$ cat config.mk
export PLATFORM = sky130hd
export DESIGN_NAME = rxsilo_top
export DESIGN_NICKNAME = d
export VERILOG_FILES = /design/src/rtl/rxsilo_pkg.sv /design/src/rtl/rxsilo_line_hold.sv /design/src/rtl/rxsilo_arb.sv /design/src/rtl/rxsilo_fifo.sv /design/src/rtl/rxsilo_top.sv
export SDC_FILE = /design/constraint.sdc
export NUM_CORES = 1
export LEC_CHECK = 0
export ABC_AREA = 1
export CORE_AREA = 3 3 381 383
export CTS_CLUSTER_DIAMETER = 50
export DETAILED_ROUTE_END_ITERATION = 8
export DIE_AREA = 0 0 384 386
export GPL_ROUTABILITY_DRIVEN = 0
export GPL_TIMING_DRIVEN = 1
export PLACE_DENSITY = 0.48
export SETUP_SLACK_MARGIN = 0.1
export SYNTH_ARGS = -nofsm -noshare
export SYNTH_HDL_FRONTEND = slang
export SYNTH_SLANG_ARGS = --single-unit
$ cat constraint.sdc
create_clock -name clk -period 3.1 [get_ports clk]
set_clock_uncertainty 0.15 [all_clocks]
set_input_delay 0.62 -clock clk [delete_from_list [all_inputs] [get_ports clk]]
set_output_delay 0.62 -clock clk [all_outputs]
set_load 0.005 [all_outputs]
$ cat src/rtl/rxsilo_pkg.sv
package rxsilo_pkg;
    localparam int CHAR_W  = 8;
    localparam int TAG_W   = 3;
    localparam int WORD_W  = 16;

    typedef struct packed {
        logic              ovr;
        logic              ferr;
        logic              perr;
        logic [TAG_W-1:0]  line;
        logic [CHAR_W-1:0] chr;
    } silo_entry_t;

    function automatic logic [WORD_W-1:0] to_word(silo_entry_t e);
        return {1'b1, e.ovr, e.ferr, e.perr, 1'b0, e.line, e.chr};
    endfunction
endpackage

$ cat src/rtl/rxsilo_line_hold.sv
module rxsilo_line_hold
    import rxsilo_pkg::*;
(
    input  logic              clk,
    input  logic              rst_n,
    input  logic              en,
    input  logic              stb,
    input  logic [CHAR_W-1:0] chr,
    input  logic              ferr,
    input  logic              perr,
    input  logic              take,
    output logic              full,
    output logic [CHAR_W-1:0] chr_o,
    output logic              ferr_o,
    output logic              perr_o,
    output logic              drop
);
    typedef struct packed {
        logic              full;
        logic [CHAR_W-1:0] chr;
        logic              ferr;
        logic              perr;
    } hold_t;

    hold_t hold_d, hold_q;

    always_comb begin
        hold_d = hold_q;
        drop   = 1'b0;
        if (take) begin
            hold_d.full = 1'b0;
        end
        if (en && stb) begin
            if (!hold_q.full || take) begin
                hold_d.full = 1'b1;
                hold_d.chr  = chr;
                hold_d.ferr = ferr;
                hold_d.perr = perr;
            end else begin
                drop = 1'b1;
            end
        end
    end

    always_ff @(posedge clk) begin
        if (!rst_n) hold_q <= '0;
        else        hold_q <= hold_d;
    end

    assign full   = hold_q.full;
    assign chr_o  = hold_q.chr;
    assign ferr_o = hold_q.ferr;
    assign perr_o = hold_q.perr;

    // an occupied register that is not drained keeps its character
    p_hold_keeps_r9: assert property (@(posedge clk) disable iff (!rst_n)
        (hold_q.full && !take) |=> (hold_q.full && $stable(hold_q.chr)));

    // a disabled line never fills an empty register
    p_disabled_idle_r7: assert property (@(posedge clk) disable iff (!rst_n)
        (!hold_q.full && !en) |=> !hold_q.full);
endmodule

$ cat src/rtl/rxsilo_arb.sv
module rxsilo_arb #(
    parameter int N = 8,
    localparam int IW = (N > 1) ? $clog2(N) : 1
) (
    input  logic          clk,
    input  logic          rst_n,
    input  logic [N-1:0]  req,
    output logic [N-1:0]  gnt,
    output logic [IW-1:0] idx,
    output logic          any
);
    always_comb begin
        gnt = '0;
        idx = '0;
        any = 1'b0;
        for (int i = 0; i < N; i++) begin
            if (req[i] && !any) begin
                gnt[i] = 1'b1;
                idx    = IW'(i);
                any    = 1'b1;
            end
        end
    end

    // one line served per cycle
    p_one_grant_r3: assert property (@(posedge clk) disable iff (!rst_n)
        $onehot0(gnt));
    // a request is never left unserved while nothing is granted
    p_no_idle_r3: assert property (@(posedge clk) disable iff (!rst_n)
        (req != '0) |-> any);
endmodule

$ cat src/rtl/rxsilo_fifo.sv
module rxsilo_fifo #(
    parameter int W     = 14,
    parameter int DEPTH = 64,
    localparam int PW   = $clog2(DEPTH),
    localparam int CW   = PW + 1
) (
    input  logic          clk,
    input  logic          rst_n,
    input  logic          push,
    input  logic [W-1:0]  wdata,
    input  logic          pop,
    output logic [W-1:0]  head,
    output logic [CW-1:0] count
);
    typedef struct packed {
        logic [PW-1:0] wp;
        logic [PW-1:0] rp;
        logic [CW-1:0] cnt;
    } ptr_t;

    ptr_t st_d, st_q;
    logic [W-1:0] mem [DEPTH];

    always_comb begin
        st_d = st_q;
        if (push) st_d.wp = (st_q.wp == PW'(DEPTH - 1)) ? '0 : st_q.wp + 1'b1;
        if (pop)  st_d.rp = (st_q.rp == PW'(DEPTH - 1)) ? '0 : st_q.rp + 1'b1;
        case ({push, pop})
            2'b10:   st_d.cnt = st_q.cnt + 1'b1;
            2'b01:   st_d.cnt = st_q.cnt - 1'b1;
            default: st_d.cnt = st_q.cnt;
        endcase
    end

    always_ff @(posedge clk) begin
        if (!rst_n) st_q <= '0;
        else        st_q <= st_d;
    end

    always_ff @(posedge clk) begin
        if (push) mem[st_q.wp] <= wdata;
    end

    assign head  = mem[st_q.rp];
    assign count = st_q.cnt;

    // occupancy never exceeds the capacity
    p_no_overflow_r1: assert property (@(posedge clk) disable iff (!rst_n)
        st_q.cnt <= CW'(DEPTH));
    // nothing is removed from an empty store
    p_no_underflow_r4: assert property (@(posedge clk) disable iff (!rst_n)
        (st_q.cnt == '0) |-> !pop);
endmodule

$ cat src/rtl/rxsilo_top.sv
module rxsilo_top
    import rxsilo_pkg::*;
#(
    parameter int NLINES    = 8,
    parameter int DEPTH     = 64,
    parameter int ALARM_LVL = 16,
    localparam int IW = (NLINES > 1) ? $clog2(NLINES) : 1,
    localparam int CW = $clog2(DEPTH) + 1
) (
    input  logic                     clk,
    input  logic                     rst_n,
    input  logic [NLINES-1:0]        line_en,
    input  logic                     rx_ie,
    input  logic                     alarm_en,
    input  logic [NLINES-1:0]        rx_stb,
    input  logic [CHAR_W*NLINES-1:0] rx_char,
    input  logic [NLINES-1:0]        rx_ferr,
    input  logic [NLINES-1:0]        rx_perr,
    input  logic                     rd_stb,
    output logic [WORD_W-1:0]        rd_data,
    output logic                     irq
);
    typedef struct packed {
        logic [WORD_W-1:0] rd_word;
        logic              ovr_pend;
    } top_t;

    top_t st_d, st_q;

    logic [NLINES-1:0] h_full, h_ferr, h_perr, h_drop, gnt, req;
    logic [CHAR_W-1:0] h_chr [NLINES];
    logic [IW-1:0]     sel;
    logic              push, pop, space;
    silo_entry_t       wentry, head;
    logic [CW-1:0]     count;

    generate
        for (genvar g = 0; g < NLINES; g++) begin : g_line
            rxsilo_line_hold u_hold (
                .clk    (clk),
                .rst_n  (rst_n),
                .en     (line_en[g]),
                .stb    (rx_stb[g]),
                .chr    (rx_char[g*CHAR_W +: CHAR_W]),
                .ferr   (rx_ferr[g]),
                .perr   (rx_perr[g]),
                .take   (gnt[g]),
                .full   (h_full[g]),
                .chr_o  (h_chr[g]),
                .ferr_o (h_ferr[g]),
                .perr_o (h_perr[g]),
                .drop   (h_drop[g])
            );
        end
    endgenerate

    assign space = (count < CW'(DEPTH));
    assign req   = h_full & {NLINES{space}};

    rxsilo_arb #(.N(NLINES)) u_arb (
        .clk   (clk),
        .rst_n (rst_n),
        .req   (req),
        .gnt   (gnt),
        .idx   (sel),
        .any   (push)
    );

    always_comb begin
        wentry.chr  = h_chr[sel];
        wentry.line = TAG_W'(sel);
        wentry.ferr = h_ferr[sel];
        wentry.perr = h_perr[sel];
        wentry.ovr  = st_q.ovr_pend;
    end

    assign pop = rd_stb && (count != '0);

    rxsilo_fifo #(.W($bits(silo_entry_t)), .DEPTH(DEPTH)) u_fifo (
        .clk   (clk),
        .rst_n (rst_n),
        .push  (push),
        .wdata (wentry),
        .pop   (pop),
        .head  (head),
        .count (count)
    );

    always_comb begin
        st_d = st_q;
        if (push) st_d.ovr_pend = 1'b0;
        if (h_drop != '0) st_d.ovr_pend = 1'b1;
        if (rd_stb) st_d.rd_word = pop ? to_word(head) : '0;
    end

    always_ff @(posedge clk) begin
        if (!rst_n) st_q <= '0;
        else        st_q <= st_d;
    end

    assign rd_data = st_q.rd_word;
    assign irq = rx_ie && (alarm_en ? (count >= CW'(ALARM_LVL)) : (count != '0));

    // a push only happens with room in the store
    p_push_room_r1: assert property (@(posedge clk) disable iff (!rst_n)
        push |-> (count < CW'(DEPTH)));
    // an empty read returns a word with the valid bit clear
    p_empty_read_r4: assert property (@(posedge clk) disable iff (!rst_n)
        (rd_stb && count == '0) |=> (rd_data == '0));
    // the request never asserts on an empty store
    p_irq_has_data_r6: assert property (@(posedge clk) disable iff (!rst_n)
        irq |-> (count != '0));
    // in alarm mode the request implies the fill level
    p_alarm_level_r8: assert property (@(posedge clk) disable iff (!rst_n)
        (alarm_en && irq) |-> (count >= CW'(ALARM_LVL)));
    // without a strobe the read word holds
    p_word_holds_r10: assert property (@(posedge clk) disable iff (!rst_n)
        !rd_stb |=> $stable(rd_data));
endmodule

==> run summary, run 1 <==
relative slew slack -> 48.3%
start of the worst register-to-register path -> u_fifo.count[6]
Critical Path Sink Type -> primary output
final cycle utilization of the critical path -> 90.1%
area growth from synthesis to layout -> 17.9%
share of cells above drive strength 1 -> 9.11%
launch instance of the worst min-delay path -> g_line[7].u_hold.chr_o[6]
crit-path max FO -> 5
Setup Total Neg Slack -> 0 ns
total clock sinks -> 1,025
global-route usage over all layers -> 16.6%
Max Buffers Root-to-Sink -> 3
FF-to-FF setup slack -> 0.35 ns
DP HPWL -> 74,300 um
FMAX -> 358 MHz
remaining antenna violation count -> 0
peak per-stage delay on the critical path -> 0.35 ns
IR drop worst, VDD -> 571 uV
drt pass-1 iters -> 6
number of synthesized register bits -> 1,025
critical path cell sequence -> buf_4, nor2_1, nand2_1, o21ai_1, a31oi_2, dlygate4sd2_1
final standard cell utilization of the core -> 35.4%
fraction of registers with async set or reset after synthesis -> 0%
count of mapped cells out of synthesis -> 3,963
slew of the pin with the lowest slew margin -> 0.775 ns
die boundary height -> 386 um
pin count of the biggest net entering global routing -> 90
TritonCTS clock tree -> done
Clock Tree Root -> clkbuf_16
Worst Hold End -> g_line[7].u_hold.chr_o[6]
initial antenna violation count -> 0
# rows -> 138
Critical R2R Capture -> u_fifo.count[6]
arrival time of data at the critical path endpoint -> 2.02 ns
Tmin final -> 2.79 ns
leakage power -> 18.3 nW
violation count after the first detailed-routing iteration -> 2,385
I/O pin count -> 118
count of unresolved DRC violations after routing -> 0
cell family with most CP delay -> buffers and inverters
synthesized area per cell -> 10.8 um^2
number of nets produced by synthesis -> 4,069
Total Die Area -> 148,000 um^2
number of levels the H-tree was split into -> 3
first-pass GRT wire length -> 186,000 um
cells on worst reg2reg path -> 16
Placed Cells -> 5,871
initial cell density of the core -> 30.1%
clock-pin slew on the worst setup and hold paths -> 0.06 ns
quantity of I/O buffers inserted on ports -> 116
# setup viols final -> 0
multi-input logic area -> 11,400 um^2
average routed wire per standard cell -> 20.5 um
total wire length -> 125,000 um
hold violation total from the final report -> 0
EDFF count, synth -> 896
PD cells -> 844 nW/um^2
count of buffers added by post-CTS timing repair for setup -> 0
total CTS buffers -> 113
Seq. cell area -> 29,500 um^2
routed via count divided by cell count -> 4.79
remaining global-route overflow -> 0
class of the tightest hold or removal check -> reg -> reg
Die Width -> 384 um
clock insertion delay at the later pin of the skew report -> 0.70 ns
cell type of the slowest stage on the worst timing path -> dfxtp_2
CP bufs+invs -> 2
primary flip-flop cell chosen by synthesis mapping -> edfxtp_1
Req. time, crit path -> 2.33 ns
hold path cells -> 2
Yosys cell types -> 36
number of cells in the finished layout apart from fillers -> 6,085
RSZ-0062 raised after global routing -> no
number of stages on the worst setup path -> 6
via count of the first global-routing pass -> 27.8k
Hold Buf Count CTS -> 0
nets@finish -> 4,202
number of max-slew violations in the final report -> 0
Maximum Capacitance Violations -> 0
Yosys warning total -> 0
startpoint class of the critical path -> flop
Seq/Total Area, Yosys -> 69.2%
type of the setup path with the least slack -> reg -> out
via count -> 29.1k
core area -> 142,000 um^2
post-synthesis instance area -> 42,600 um^2
result of the run -> completed
number of filler cells placed in the layout -> 13.9k
-- metal layers --
metal | share of wire [%] | track usage (%)
met2 | 47 | 27.0
met1 | 45 | 23.2
met3 | 5.3 | 2.43
met5 | 0 | 0
met4 | 2.1 | 4.50
-- cell type report --
class	count	area share [%]
diodes	2	0.00996
inverters	99	0.797
flip-flops and latches	1025	58.7
repair buffers	278	5.67
well taps	1890	4.71
clock buffers	146	6.33
multi-input cells	2579	22.6
clock inverters	66	1.14
-- through the flow --
step,setup slack (ns),cell area (um^2),hold WS [ns],total power [mW]
floorplan,0.315,42600,0.280,24.3
global placement,0.129,46500,0.303,29.3
detailed placement,0.165,46500,0.301,29.4
CTS,0.189,50200,0.304,42.9
global route,0.116,50200,0.334,44.5
finish,0.307,50300,0.308,42.4
-- power breakdown --
group / switching (mW) / internal (mW)
Clock: 5.60 / 7.85
Sequential: 0.256 / 17.2
Combinational: 8.41 / 3.06
-- worst min-delay path, cell delays in order, from the launching register on --
cell and delay, ns:
dfxtp_1 0.30, inv_1 0.06, a21oi_1 0.05
-- state kept, by name (all words and copies together), names as in the netlist, named ones only --
name and count:
u_fifo.mem 896, g_line.u_hold.chr_o 64, rd_data 15, u_fifo.st_q 12, g_line.u_hold.ferr_o 8, g_line.u_hold.full 8, g_line.u_hold.perr_o 8, u_fifo.count 7
st_q 1
-- cell usage after synthesis (9+ instances only) --
library cell / number / area, um^2
a21oi_1: 80 / 400
buf_1: 12 / 45.0
buf_2: 111 / 556
buf_4: 58 / 435
buf_6: 16 / 180
clkbuf_1: 63 / 236
dfxtp_1: 129 / 2580
edfxtp_1: 896 / 26900
inv_1: 84 / 315
inv_2: 9 / 33.8
nand2_1: 1306 / 4900
nand3_1: 818 / 4090
nand3b_1: 41 / 308
nor2_1: 183 / 687
nor3_1: 11 / 55.1
o21ai_0: 85 / 425
o21ai_1: 11 / 55.1
-- layout by cell type (no fill, tap or decap), types with 4 or more instances in the layout --
cell type,instances
a21oi_1,80
buf_12,38
buf_4,123
bufinv_16,7
clkbuf_1,16
clkbuf_16,120
clkbuf_8,8
clkdlybuf4s50_1,114
clkinv_1,25
clkinv_2,15
clkinv_4,4
clkinvlp_4,7
dfxtp_1,123
edfxtp_1,896
ha_1,5
inv_1,82
inv_2,9
inv_6,7
nand2_1,1295
nand2_2,12
nand3_1,817
nand3b_1,41
nand4_1,5
nor2_1,183
nor3_1,10
o21ai_0,84
o21ai_1,12
xnor2_1,5
xor2_1,8
-- logic make-up (layout without fill, tap and decap cells) --
family,after synthesis,in the layout,synth area share (%)
xor gates and xnor gates,13,13,0.267
and+or+nand+nor,2377,2377,23.9
other,1,3,0.00880
DFF,1025,1025,69.2
AOI/OAI and AO/OA,183,183,2.18
adders and majority gates,5,5,0.147
buffers and inverters,359,589,4.29
-- repair_timing --
action                                  in CTS  in global routing
endpoints found under the setup margin       1                 21
resized for setup                            3                  2
pin swaps                                    0                  0
-- worst max path at each step --
stage / slack, ns / from / to
5_1_grt: 0.12 / u_fifo.count[6] / irq
3_5_place_dp: 0.17 / rx_ie / irq
3_3_place_gp: 0.13 / rx_ie / irq
2_1_floorplan: 0.31 / rd_stb / u_fifo.count[6]
6_report: 0.31 / u_fifo.count[6] / irq
4_1_cts: 0.19 / u_fifo.count[6] / irq
No activity file was read; power rests on OpenSTA's default activity.
==> run 2, diff against run 1 <==
--- a/config.mk
+++ b/config.mk
@@ -6,13 +6,13 @@
 export NUM_CORES = 1
 export LEC_CHECK = 0
 export ABC_AREA = 1
-export CORE_AREA = 3 3 381 383
+export CORE_AREA = 3 3 296 298
 export CTS_CLUSTER_DIAMETER = 50
 export DETAILED_ROUTE_END_ITERATION = 8
-export DIE_AREA = 0 0 384 386
+export DIE_AREA = 0 0 299 301
 export GPL_ROUTABILITY_DRIVEN = 0
 export GPL_TIMING_DRIVEN = 1
-export PLACE_DENSITY = 0.48
+export PLACE_DENSITY = 0.71
 export SETUP_SLACK_MARGIN = 0.1
 export SYNTH_ARGS = -nofsm -noshare
 export SYNTH_HDL_FRONTEND = slang
==> run 2 against run 1 <==
Compared with the run above:
- first-iteration DRC count is 46% higher
- count of clock-buffer cells in the layout is 9 lower
- critical path type unchanged
- clock power shrank 6%
- largest cell class unchanged
- cell count shrank 13%
- power down 3.1%
- global-route usage is 7.9 points higher
- worst hold slack lost 0.10 ns
- critical path depth unchanged
- core utilization grew 22 points
- setup slack lost 0.029 ns
==> run summary, run 2 (synthesis gave the netlist of run 1 again) <==
Critical Path Sink Type -> primary output
class of the tightest hold or removal check -> in -> reg
Die Width -> 299 um
initial cell density of the core -> 50.0%
remaining global-route overflow -> 0
leakage power -> 18.1 nW
TritonCTS clock tree -> done
Total Die Area -> 90,000 um^2
count of buffers added by post-CTS timing repair for setup -> 0
clock insertion delay at the later pin of the skew report -> 0.68 ns
DP HPWL -> 66,300 um
arrival time of data at the critical path endpoint -> 2.05 ns
area growth from synthesis to layout -> 14.6%
die boundary height -> 301 um
Worst Hold End -> u_fifo.st_q[17]
total clock sinks -> 1,025
via count of the first global-routing pass -> 28.5k
Clock Tree Root -> clkbuf_16
final cycle utilization of the critical path -> 91.0%
first-pass GRT wire length -> 170,000 um
final non-filler cell area -> 48,800 um^2
Critical R2R Capture -> u_fifo.mem[60][7]
violation count after the first detailed-routing iteration -> 3,480
number of filler cells placed in the layout -> 6,920
PD cells -> 841 nW/um^2
result of the run -> completed
total CTS buffers -> 104
hold violation total from the final report -> 0
global-route usage over all layers -> 24.5%
FF-to-FF setup slack -> 0.31 ns
initial antenna violation count -> 2
clock-pin slew on the worst setup and hold paths -> 0.06 ns
remaining antenna violation count -> 0
number of levels the H-tree was split into -> 3
Maximum Capacitance Violations -> 0
via count -> 30.1k
nets@finish -> 4,189
most common cell after layout, fill and taps aside -> nand2_1
number of max-slew violations in the final report -> 0
Tmin final -> 2.82 ns
# rows -> 107
RSZ-0062 raised after global routing -> no
core area -> 85,100 um^2
relative slew slack -> 36.9%
Hold Buf Count CTS -> 0
total wire length -> 111,000 um
type of the setup path with the least slack -> reg -> out
I/O pin count -> 118
Req. time, crit path -> 2.33 ns
pin count of the biggest net entering global routing -> 106
share of cells above drive strength 1 -> 8.56%
Setup Total Neg Slack -> 0 ns
hold path cells -> 3
startpoint class of the critical path -> flop
slew of the pin with the lowest slew margin -> 0.945 ns
crit-path max FO -> 5
max FFs per register -> 896
placement-stage cell area -> 45,300 um^2
IR drop worst, VDD -> 666 uV
Max Buffers Root-to-Sink -> 3
Post-CTS Resized -> 2
FMAX -> 354 MHz
count of unresolved DRC violations after routing -> 0
quantity of I/O buffers inserted on ports -> 116
most used cells in the layout excluding fill and tap cells -> 1,295 x nand2_1, 896 x edfxtp_1, 817 x nand3_1
drt pass-1 iters -> 6
start of the worst register-to-register path -> g_line[1].u_hold.full
average routed wire per standard cell -> 21.0 um
routed via count divided by cell count -> 5.66
launch instance of the worst min-delay path -> rst_n
largest register by flop count -> u_fifo.mem
cells on worst reg2reg path -> 13
# setup viols final -> 0
[run 2: cell count changes in the layout (fill, tap and decap cells not counted), moves of 2 or more]
cell and change:
buf_12 -11, inv_6 -3, clkinv_2 -2, inv_8 -2, clkbuf_8 -4, buf_4 +8, clkbuf_1 +6, bufinv_16 +3
clkinv_1 -4, clkbuf_16 -10
[run 2: worst max-delay path by stage]
stage / startpoint / to / slack [ns] / cells past startpoint
floorplan: rd_stb / u_fifo.count[6] / 0.31 / 16
global placement: rd_stb / u_fifo.count[6] / 0.19 / 14
detailed placement: rd_stb / u_fifo.count[6] / 0.23 / 14
CTS: u_fifo.count[6] / irq / 0.30 / 6
global route: g_line[0].u_hold.full / u_fifo.mem[56][12] / 0.12 / 13
finish: u_fifo.count[6] / irq / 0.28 / 6
[run 2: per-stage QoR]
step           util, %  instances  hold WS [ns]  power (mW)  worst slack (ns)
2_1_floorplan        -       3963         0.280        24.3             0.315
3_3_place_gp      53.3       5121         0.291        28.3             0.192
3_5_place_dp      53.3       5121         0.296        28.6             0.229
4_1_cts           57.3       5314         0.174        41.1             0.300
5_1_grt           57.3       5314         0.214        42.8             0.121
6_report          57.3       5315         0.208        41.1             0.278
[run 2: layer usage]
metal	routed length (um)	vias up	GRT usage [%]
met1	44600	14458	33.5
li1	-	13903	-
met2	52000	1500	38.8
met3	10700	221	4.75
met5	13	-	0
met4	4060	2	9.74
[run 2: area by class of cell]
cell class	count	area [um^2]	share of cell area, %
Antenna cell	1	2.50	0.00512
Clock buffer	137	2900	5.93
Clock inverter	56	578	1.18
Inverter	99	394	0.807
Multi-Input combinational cell	2579	11300	23.2
Sequential cell	1025	29500	60.4
Tap cell	1144	1430	2.93
Timing Repair Buffer	274	2680	5.49
[run 2: critical path, cell delays in order, from the launching register on]
cell and delay (ns):
dfxtp_2 0.39, buf_4 0.17, nor2_1 0.06, nand2_1 0.09
o21ai_0 0.09, a31oi_1 0.31, dlygate4sd2_1 0.29
[run 2: power by group]
part           leakage, nW  internal, mW  switching [mW]
Sequential            9.25          17.2           0.285
Clock                 1.68          7.42            5.20
Combinational         7.16          2.91            8.03
Total                 18.1          27.6            13.5
